<file path="src/rtl/scl_timing_pkg.sv">
package scl_timing_pkg;
  typedef enum logic [1:0] {
    PH_IDLE = 2'd0,
    PH_LOW  = 2'd1,
    PH_HIGH = 2'd2
  } scl_phase_t;

  localparam int LOW_OFS  = 7;
  localparam int HIGH_OFS = 5;
endpackage

</file>
<file path="src/rtl/scl_field_select.sv">
module scl_field_select #(
  parameter int CFG_W = 16,
  parameter int FLD_W = 8,
  parameter int LEN_W = FLD_W + 1
) (
  input  logic [CFG_W-1:0] word_low,
  input  logic [CFG_W-1:0] word_high,
  input  logic             hs_mode,
  output logic [LEN_W-1:0] len_low,
  output logic [LEN_W-1:0] len_high
);
  import scl_timing_pkg::*;

  logic [CFG_W-1:0] words [2];
  logic [LEN_W-1:0] lens  [2];

  assign words[0] = word_low;
  assign words[1] = word_high;

  for (genvar g = 0; g < 2; g++) begin : g_phase
    localparam int OFS = (g == 0) ? LOW_OFS : HIGH_OFS;
    logic [FLD_W-1:0] fld;
    assign fld    = hs_mode ? words[g][2*FLD_W-1:FLD_W] : words[g][FLD_W-1:0];
    assign lens[g] = LEN_W'(fld) + LEN_W'(OFS);
  end

  assign len_low  = lens[0];
  assign len_high = lens[1];
endmodule

</file>
<file path="src/rtl/scl_prescaler.sv">
module scl_prescaler #(
  parameter int PSC_W = 8
) (
  input  logic             clk,
  input  logic             rst_n,
  input  logic             run,
  input  logic [PSC_W-1:0] limit,
  output logic             qtick
);
  logic [PSC_W-1:0] pc;

  assign qtick = run && (pc == limit);

  always_ff @(posedge clk or negedge rst_n) begin
    if (!rst_n)      pc <= '0;
    else if (!run)   pc <= '0;
    else if (qtick)  pc <= '0;
    else             pc <= pc + 1'b1;
  end

  assert_pc_bound_R2: assert property (@(posedge clk) disable iff (!rst_n)
    pc <= limit);
  assert_pc_idle_R1: assert property (@(posedge clk) disable iff (!rst_n)
    !run |=> pc == '0);
endmodule

</file>
<file path="src/rtl/scl_phase_seq.sv">
module scl_phase_seq #(
  parameter int PSC_W = 8,
  parameter int LEN_W = 9
) (
  input  logic             clk,
  input  logic             rst_n,
  input  logic             enable,
  input  logic             qtick,
  input  logic [PSC_W-1:0] in_psc,
  input  logic [LEN_W-1:0] in_low,
  input  logic [LEN_W-1:0] in_high,
  output logic [PSC_W-1:0] act_psc,
  output logic [LEN_W-1:0] act_low,
  output logic [LEN_W-1:0] act_high,
  output logic             running,
  output logic             scl_low,
  output logic             tick
);
  import scl_timing_pkg::*;

  scl_phase_t       state;
  logic [LEN_W-1:0] cnt;
  logic             last_low, last_high;

  assign last_low  = qtick && (cnt == act_low  - LEN_W'(1));
  assign last_high = qtick && (cnt == act_high - LEN_W'(1));
  assign running   = enable && (state != PH_IDLE);
  assign scl_low   = (state == PH_LOW);

  always_ff @(posedge clk or negedge rst_n) begin
    if (!rst_n) begin
      state    <= PH_IDLE;
      cnt      <= '0;
      tick     <= 1'b0;
      act_psc  <= '0;
      act_low  <= '0;
      act_high <= '0;
    end else if (!enable) begin
      state    <= PH_IDLE;
      cnt      <= '0;
      tick     <= 1'b0;
      act_psc  <= in_psc;
      act_low  <= in_low;
      act_high <= in_high;
    end else begin
      tick <= 1'b0;
      unique case (state)
        PH_IDLE: begin
          state    <= PH_LOW;
          cnt      <= '0;
          tick     <= 1'b1;
          act_psc  <= in_psc;
          act_low  <= in_low;
          act_high <= in_high;
        end
        PH_LOW: begin
          if (last_low) begin
            state <= PH_HIGH;
            cnt   <= '0;
            tick  <= 1'b1;
          end else if (qtick) begin
            cnt <= cnt + 1'b1;
          end
        end
        PH_HIGH: begin
          if (last_high) begin
            state    <= PH_LOW;
            cnt      <= '0;
            tick     <= 1'b1;
            act_psc  <= in_psc;
            act_low  <= in_low;
            act_high <= in_high;
          end else if (qtick) begin
            cnt <= cnt + 1'b1;
          end
        end
        default: begin
          state <= PH_IDLE;
          cnt   <= '0;
        end
      endcase
    end
  end

  assert_start_low_R6: assert property (@(posedge clk) disable iff (!rst_n)
    (state == PH_IDLE && enable) |=> (state == PH_LOW && tick && cnt == '0));
  assert_tick_on_change_R5: assert property (@(posedge clk) disable iff (!rst_n)
    tick |-> state != $past(state));
  assert_shadow_hold_R7: assert property (@(posedge clk) disable iff (!rst_n)
    (state == PH_LOW && enable) |=> $stable(act_low) && $stable(act_high) && $stable(act_psc));
  assert_cnt_bound_R3: assert property (@(posedge clk) disable iff (!rst_n)
    (state == PH_HIGH) |-> cnt < act_high);
  assert_cnt_bound_R2: assert property (@(posedge clk) disable iff (!rst_n)
    (state == PH_LOW) |-> cnt < act_low);
endmodule

</file>
<file path="src/rtl/scl_timing_gen.sv">
module scl_timing_gen #(
  parameter int CFG_W = 16,
  parameter int FLD_W = 8,
  localparam int PSC_W = FLD_W,
  localparam int LEN_W = FLD_W + 1,
  localparam int DIV_W = (PSC_W + 1) + (LEN_W + 1)
) (
  input  logic             clk,
  input  logic             rst_n,
  input  logic             enable,
  input  logic [CFG_W-1:0] cfg_prescale,
  input  logic [CFG_W-1:0] cfg_scl_low,
  input  logic [CFG_W-1:0] cfg_scl_high,
  input  logic             cfg_hs_mode,
  output logic             scl_drive_low,
  output logic             phase_tick,
  output logic [DIV_W-1:0] div_readback
);
  logic [LEN_W-1:0] sel_low, sel_high;
  logic [LEN_W-1:0] act_low, act_high;
  logic [PSC_W-1:0] act_psc;
  logic             qtick, running;
  logic             unused_psc_hi;

  assign unused_psc_hi = ^cfg_prescale[CFG_W-1:PSC_W];

  scl_field_select #(.CFG_W(CFG_W), .FLD_W(FLD_W), .LEN_W(LEN_W)) i_sel (
    .word_low (cfg_scl_low),
    .word_high(cfg_scl_high),
    .hs_mode  (cfg_hs_mode),
    .len_low  (sel_low),
    .len_high (sel_high)
  );

  scl_prescaler #(.PSC_W(PSC_W)) i_psc (
    .clk  (clk),
    .rst_n(rst_n),
    .run  (running),
    .limit(act_psc),
    .qtick(qtick)
  );

  scl_phase_seq #(.PSC_W(PSC_W), .LEN_W(LEN_W)) i_seq (
    .clk     (clk),
    .rst_n   (rst_n),
    .enable  (enable),
    .qtick   (qtick),
    .in_psc  (cfg_prescale[PSC_W-1:0]),
    .in_low  (sel_low),
    .in_high (sel_high),
    .act_psc (act_psc),
    .act_low (act_low),
    .act_high(act_high),
    .running (running),
    .scl_low (scl_drive_low),
    .tick    (phase_tick)
  );

  logic [PSC_W:0] psc_div;
  logic [LEN_W:0] sum_len;
  assign psc_div      = {1'b0, act_psc} + 1'b1;
  assign sum_len      = {1'b0, act_low} + {1'b0, act_high};
  assign div_readback = DIV_W'(psc_div) * DIV_W'(sum_len);

  assert_release_when_off_R1: assert property (@(posedge clk) disable iff (!rst_n)
    !enable |=> (!scl_drive_low && !phase_tick));
  assert_tick_edge_R5: assert property (@(posedge clk) disable iff (!rst_n)
    (enable && $past(enable) && scl_drive_low != $past(scl_drive_low)) |-> phase_tick);
endmodule

</file>
<file path="config.mk">
export PLATFORM = sky130hd
export DESIGN_NAME = scl_timing_gen
export DESIGN_NICKNAME = d
export VERILOG_FILES = /design/src/rtl/scl_timing_pkg.sv /design/src/rtl/scl_field_select.sv /design/src/rtl/scl_prescaler.sv /design/src/rtl/scl_phase_seq.sv /design/src/rtl/scl_timing_gen.sv
export SDC_FILE = /design/constraint.sdc
export NUM_CORES = 1
export LEC_CHECK = 0
export ABC_CLOCK_PERIOD_IN_PS = 17900
export BUFFER_PORTS_ARGS = -buffer_cell sky130_fd_sc_hd__clkbuf_2
export CORE_MARGIN = 2
export CORE_UTILIZATION = 45
export CTS_BUF_LIST = sky130_fd_sc_hd__clkbuf_4
export DETAILED_ROUTE_END_ITERATION = 10
export PLACE_DENSITY = 0.74
export SYNTH_ARGS = -nofsm -noshare
export SYNTH_HDL_FRONTEND = slang
export SYNTH_SLANG_ARGS = --single-unit
</file>
<file path="constraint.sdc">
create_clock -name clk -period 17.9 [get_ports clk]
set_input_delay 1.79 -clock clk [delete_from_list [all_inputs] [get_ports clk]]
set_output_delay 1.79 -clock clk [all_outputs]
set_load 0.03 [all_outputs]
</file>
## After elaboration in Yosys (flattened, before gate mapping)

Cells that the tools add are included.

- Logic and storage cells: 58
- Output and inout bits: 21
- Bits in read-only memories: 0
- Input port bits: 52
- Bits in latches: 0
- Memory bits (writable): 0
- Bits in registers: 46
- Memories: 0

- Bitwise logic cells: 0
- Reduce and logical (&&, ||, !) cells: 8
- Muxes and demuxes: 26
- Magnitude comparators: 0
- Equal/unequal tests: 8
- Shifts and indexed selects: 0
- Divide/modulo/power cells: 0
- Multiply operators: 1
- Add/subtract/negate cells: 8

Operators with widths:

| cell | number |
|---|---|
| 9-bit 2-to-1 mux | 8 |
| 9-bit one-hot mux with 2 select lines | 3 |
| 8-bit 2-to-1 mux | 6 |
| 9-bit by 10-bit multiplier with 19-bit output | 1 |
| 8-bit by 3-bit adder with 9-bit output, second input constant | 2 |
| 9-bit == test | 2 |
| 9-bit by 1-bit subtractor with 9-bit output, second input constant | 2 |
| 8-bit one-hot mux with 2 select lines | 1 |
| 9-bit by 9-bit adder with 10-bit output | 1 |
| 8-bit by 1-bit adder with 9-bit output, second input constant | 1 |
| 9-bit by 1-bit adder with 9-bit output, second input constant | 1 |
| 8-bit by 1-bit adder with 8-bit output, second input constant | 1 |
| 8-bit == test | 1 |
| 2-bit 2-to-1 mux | 3 |
| 3-bit by 2-bit != test with 1-bit output, second input constant | 2 |
| 2-bit one-hot mux with 3 select lines | 1 |
| 1-bit logical AND | 4 |
| 2-bit AND reduction | 2 |
| 1-bit 2-to-1 mux | 3 |
| 3-bit by 1-bit != test with 1-bit output, second input constant | 1 |
| 1-bit one-hot mux with 3 select lines | 1 |
| 2-bit by 1-bit == test with 1-bit output, second input constant | 1 |
| 2-bit == test, second input constant | 1 |
| 2-bit zero test | 1 |
| 2-bit nonzero test | 1 |

## Longest topological paths before layout

- Depth in word-level cells: 7
- Mapped depth: 26
- Depth with buffers taken out: 26

## Modules after synthesis

A second synthesis with hierarchy kept.

- Cell total of the unflattened synthesis: 758
- Area, all modules: 6,961.7 sq um

Modules (own cells, without submodules):

| module | sequential area each (sq um) | instances | cells an instance | area each (sq um) |
|---|---|---|---|---|
| scl_timing_gen | 0.0 | 1 | 420 | 3,452.1 |
| scl_phase_seq | 950.9 | 1 | 223 | 2,441.1 |
| scl_field_select | 0.0 | 1 | 68 | 576.8 |
| scl_prescaler | 200.2 | 1 | 47 | 491.7 |

## Worst setup path before layout

OpenSTA, ideal clock, no wires.

- Kind: register to output
- From: reg i_seq.act_high[0]
- To: out div_readback[18]
- Path buffers: 0
- Slack: 10,191 ps
- Data required time: 16,110 ps
- Stages on the path, launching flop included: 26
- Arrival time: 5,919 ps
- Cells stage by stage: dfrtp_1 -> ha_1 -> inv_1 -> fa_1 -> nor2b_1 -> o21ai_0 -> a21boi_0 -> o21ai_0 -> a21oi_1 -> xnor2_1 -> or2_2 -> fa_1 -> inv_1 -> fa_1 -> fa_1 -> inv_1 -> fa_1 -> inv_1 -> ha_1 -> o21a_1 -> o31a_1 -> o211ai_1 -> a31oi_1 -> o21a_1 -> nor2_1 -> xnor2_1

- Cells in the longest elaborated chain, start to end: 2

Ends and longest elaborated chain:

| item | line | RTL |
|---|---|---|
| start: declaration | scl_phase_seq.sv:14 | `output logic [LEN_W-1:0] act_high,` |
| start signal: assignment | scl_phase_seq.sv:44 | `act_high <= in_high;` |
| start signal: assignment | scl_phase_seq.sv:54 | `act_high <= in_high;` |
| start signal: assignment | scl_phase_seq.sv:72 | `act_high <= in_high;` |
| 9-bit by 9-bit adder with 10-bit output | scl_timing_gen.sv:62 | `assign sum_len = {1'b0, act_low} + {1'b0, act_high};` |
| 9-bit by 10-bit multiplier with 19-bit output | scl_timing_gen.sv:63 | `assign div_readback = DIV_W'(psc_div) * DIV_W'(sum_len);` |
| end: declaration | scl_timing_gen.sv:17 | `output logic [DIV_W-1:0] div_readback` |

No other way between the ends.

## Worst setup path in the final report

- From: reg i_seq.act_low[0]
- To: out div_readback[18]

- Cells in the longest elaborated chain, start to end: 2

Ends and longest elaborated chain:

| item | line | RTL |
|---|---|---|
| start: declaration | scl_phase_seq.sv:13 | `output logic [LEN_W-1:0] act_low,` |
| start signal: assignment | scl_phase_seq.sv:43 | `act_low <= in_low;` |
| start signal: assignment | scl_phase_seq.sv:53 | `act_low <= in_low;` |
| start signal: assignment | scl_phase_seq.sv:71 | `act_low <= in_low;` |
| 9-bit by 9-bit adder with 10-bit output | scl_timing_gen.sv:62 |  |
| 9-bit by 10-bit multiplier with 19-bit output | scl_timing_gen.sv:63 |  |

No other way between the ends.

==> flow_metrics.py <==
metrics = {
    "clocking": {
        "ctsLongestPathBuffers": 2,
        "root_buffer": "clkbuf_4",
        "clkLatencyLatePin_ns": 0.37,
        "h-tree-depth": 2,
        "postCtsResizedCells": 0,
        "cts_hold_buf": 0,
        "cts_tree": "done",
        "path_clk_slew_ns": 0.14,
        "cts_setup_buffers": 0,
        "cts_sinks": 46,
        "numCtsBuffers": 5,
    },
    "synth": {
        "synth_area_leader_cell": "fa_1",
        "synth_nets": 906,
        "yosysSeqAreaShare_pct": 17.8,
        "ys_types": 57,
        "syn_avg_cell_area_um2": 8.77,
        "yosys_warnings": 0,
        "yosys-top-cells-area": "fa_1, dfrtp_1, ha_1, inv_1, xor2_1",
        "synth-seq-cells": 46,
        "synth_area_um2": 6460,
        "syn_inst": 737,
        "synth_edf_count": 0,
        "yosysTopAreaCellShare_pct": 18.0,
        "synth_flop_cell": "dfrtp_1",
        "async_flop_share_pct": 100,
    },
    "critical_path": {
        "r2r_cells": 8,
        "startpoint_type": "flip-flop",
        "endpoint": "div_readback[18]",
        "cp-end-kind": "output port",
        "reg2reg_slack_ns": 14.76,
        "worstSetupPathType": "flip-flop to output port",
        "regToRegStartpoint": "i_seq.act_high[2]",
        "crit_start": "i_seq.act_low[0]",
        "reg2reg_to": "i_seq.act_high[3]",
        "cp_data_required_time_ns": 16.11,
        "worstPathMaxFanout": 9,
        "critical_path_arrival_ns": 6.94,
    },
    "detailed_routing": {
        "drt-initial-drc-count": 265,
        "avgRoutedWirePerCell_um": 13.7,
        "drt_drc_violations_left": 0,
        "final_antenna_net_count": 0,
        "drt-total-wl_mm": 13.3,
        "dr.pass1.iters": 5,
        "avgViaCountPerCell": 5.47,
        "vias": 5323,
    },
    "sta": {
        "finalCriticalPeriod_ns": 8.73,
        "max_slew_margin_pct": 32.2,
        "worst_slack_ns": 9.17,
        "fmax_mhz": 115,
        "finalSetupViolCount": 0,
        "hold_slack_ns": 0.590,
        "tns_ns": 0,
        "clock_skew_ns": 0.0192,
        "drv_slew": 0,
        "tightest_slew_ns": 1.01,
        "fin_crit_sh_pct": 48.8,
        "hold_viol": 0,
        "rsz0062_at_grt": "false",
    },
    "floorplan": {
        "die_w_um": 124,
        "core_um2": 13900,
        "start_util_pct": 46.4,
        "rows": 43,
        "die_h_um": 124,
        "io_pins": 73,
        "dieArea_um2": 15300,
    },
    "worst_hold_path": {
        "min_path_cells": 2,
        "hp-class": "flip-flop to flip-flop",
    },
    "place": {
        "dp_hpwl_mm": 10.9,
        "pre_cts_slack_ns": 9.65,
        "portBuffers": 64,
        "dp_cells": 965,
        "routabilityCongestion": 0.873,
    },
    "global_route": {
        "grt_first_pass_wirelength_mm": 22.9,
        "gr-usage-all-layers_pct": 18.5,
        "grt_max_degree": 47,
        "antenna_found_initial": 0,
        "gr-total-overflow": 0,
        "grt_pass1_vias": 5034,
    },
    "final_layout": {
        "instances_no_fill": 973,
        "syn_to_final_growth_pct": 8.42,
        "diodes": 0,
        "fill_cells": 1341,
        "fin_nets": 961,
        "drive_gt1_share_pct": 13.0,
    },
    "run": {
        "drv_cap": 0,
    },
    "status": {
        "outcome": "completed",
    },
}
-- flip-flops by register name, indices dropped and copies added, names as in the netlist --
signal / count
i_seq.act_high: 9
i_seq.act_low: 9
i_seq.cnt: 9
i_psc.pc: 8
i_seq.act_psc: 8
i_seq.state: 2
i_seq.tick: 1
-- per-stage QoR --
| step | util (%) | area, um2 |
|---|---|---|
| 4_1_cts | 50.3 | 7010 |
| 5_1_grt | 50.3 | 7010 |
| 3_5_place_dp | 49.9 | 6950 |
| 6_report | 50.3 | 7010 |
| 3_3_place_gp | 49.9 | 6950 |
| 2_1_floorplan | - | 6460 |
-- synthesized netlist by cell type (3+ instances only) --
master    count
nor2_1       76
a21oi_1      29
mux2_1       16
nor4_1        3
nand2_1      38
nand3b_1      3
mux2i_1       9
or3_1         4
buf_1         3
fa_1         58
o21a_1        6
ha_1         59
inv_1       100
a32oi_1       4
nand3_1      15
nand2b_1     18
mux2_2       10
o21ai_0      21
a211oi_1      3
a32o_1        4
dfrtp_1      46
nor2b_1      18
a31oi_1       3
xor2_1       41
and3_1       12
nand4_1      11
xnor2_1      37
nor3b_1       4
or2_2        11
o211ai_1      4
nor3_1       25
clkbuf_1     13
-- worst min-delay path by stage --
stage                            from     endpoint  slack (ns)
after CTS                 i_psc.pc[4]  i_psc.pc[4]        0.60
final                     i_psc.pc[4]  i_psc.pc[4]        0.59
after floorplan           i_psc.pc[0]  i_psc.pc[0]        0.50
after detailed placement  i_psc.pc[4]  i_psc.pc[4]        0.56
after global routing      i_psc.pc[0]  i_psc.pc[0]        0.62
after global placement    i_psc.pc[7]  i_psc.pc[7]        0.55
-- logic make-up after synthesis --
kind of cell,after synthesis,share of synthesized area (%)
and+or+nand+nor,250,19.6
buffers and inverters,118,6.97
adders and majority gates,117,29.4
AOI/OAI and AO/OA,93,9.70
xor gates and xnor gates,78,10.6
DFF,46,17.8
muxes,35,5.92
-- layer usage --
metal | part of all wire (%) | vias up | wire length (um) | GRT usage, %
li1 | - | 2568 | - | -
met1 | 46 | 2589 | 6170 | 25.6
met2 | 47 | 144 | 6290 | 30.7
met3 | 4.9 | 22 | 654 | 2.47
met4 | 1.6 | 0 | 216 | 4.83
met5 | 0 | - | 0 | 0
-- critical path, cell delays in order (launching register included) --
cell,delay (ns)
dfrtp_1,0.53
ha_1,0.22
inv_1,0.05
fa_1,0.42
nor2b_1,0.13
o21ai_0,0.10
a21boi_0,0.30
o21ai_0,0.18
a21oi_1,0.19
xnor2_1,0.35
nor2_1,0.12
fa_1,0.54
fa_1,0.44
fa_1,0.55
inv_1,0.05
fa_1,0.52
inv_1,0.04
ha_1,0.34
a21oi_1,0.29
nand2_1,0.11
o211ai_1,0.28
a31oi_1,0.16
o21a_1,0.19
nor2_1,0.11
xnor2_1,0.13
clkbuf_2,0.22
-- cell usage in the layout (no fill, tap or decap), types with 18 or more instances in the layout --
cell type,synthesis,routed
a21oi_1,29,29
clkbuf_2,0,64
dfrtp_1,46,46
fa_1,58,58
ha_1,59,59
inv_1,100,100
nand2_1,38,38
nand2b_1,18,18
nor2_1,76,76
nor2b_1,18,18
nor3_1,25,25
o21ai_0,21,21
xnor2_1,37,37
xor2_1,41,41
-- layout make-up --
| class | count | area [um2] | area share, % |
|---|---|---|---|
| Inverter | 100 | 375 | 5.36 |
| Multi-Input combinational cell | 573 | 4860 | 69.4 |
| Timing Repair Buffer | 66 | 335 | 4.78 |
| Sequential cell | 46 | 1150 | 16.4 |
| Clock buffer | 6 | 45.0 | 0.643 |
| Clock inverter | 2 | 13.8 | 0.196 |
| Tap cell | 180 | 225 | 3.21 |
Power is not shown: default switching activity piles up to over one toggle a cycle in this logic, so the estimate is an artifact.
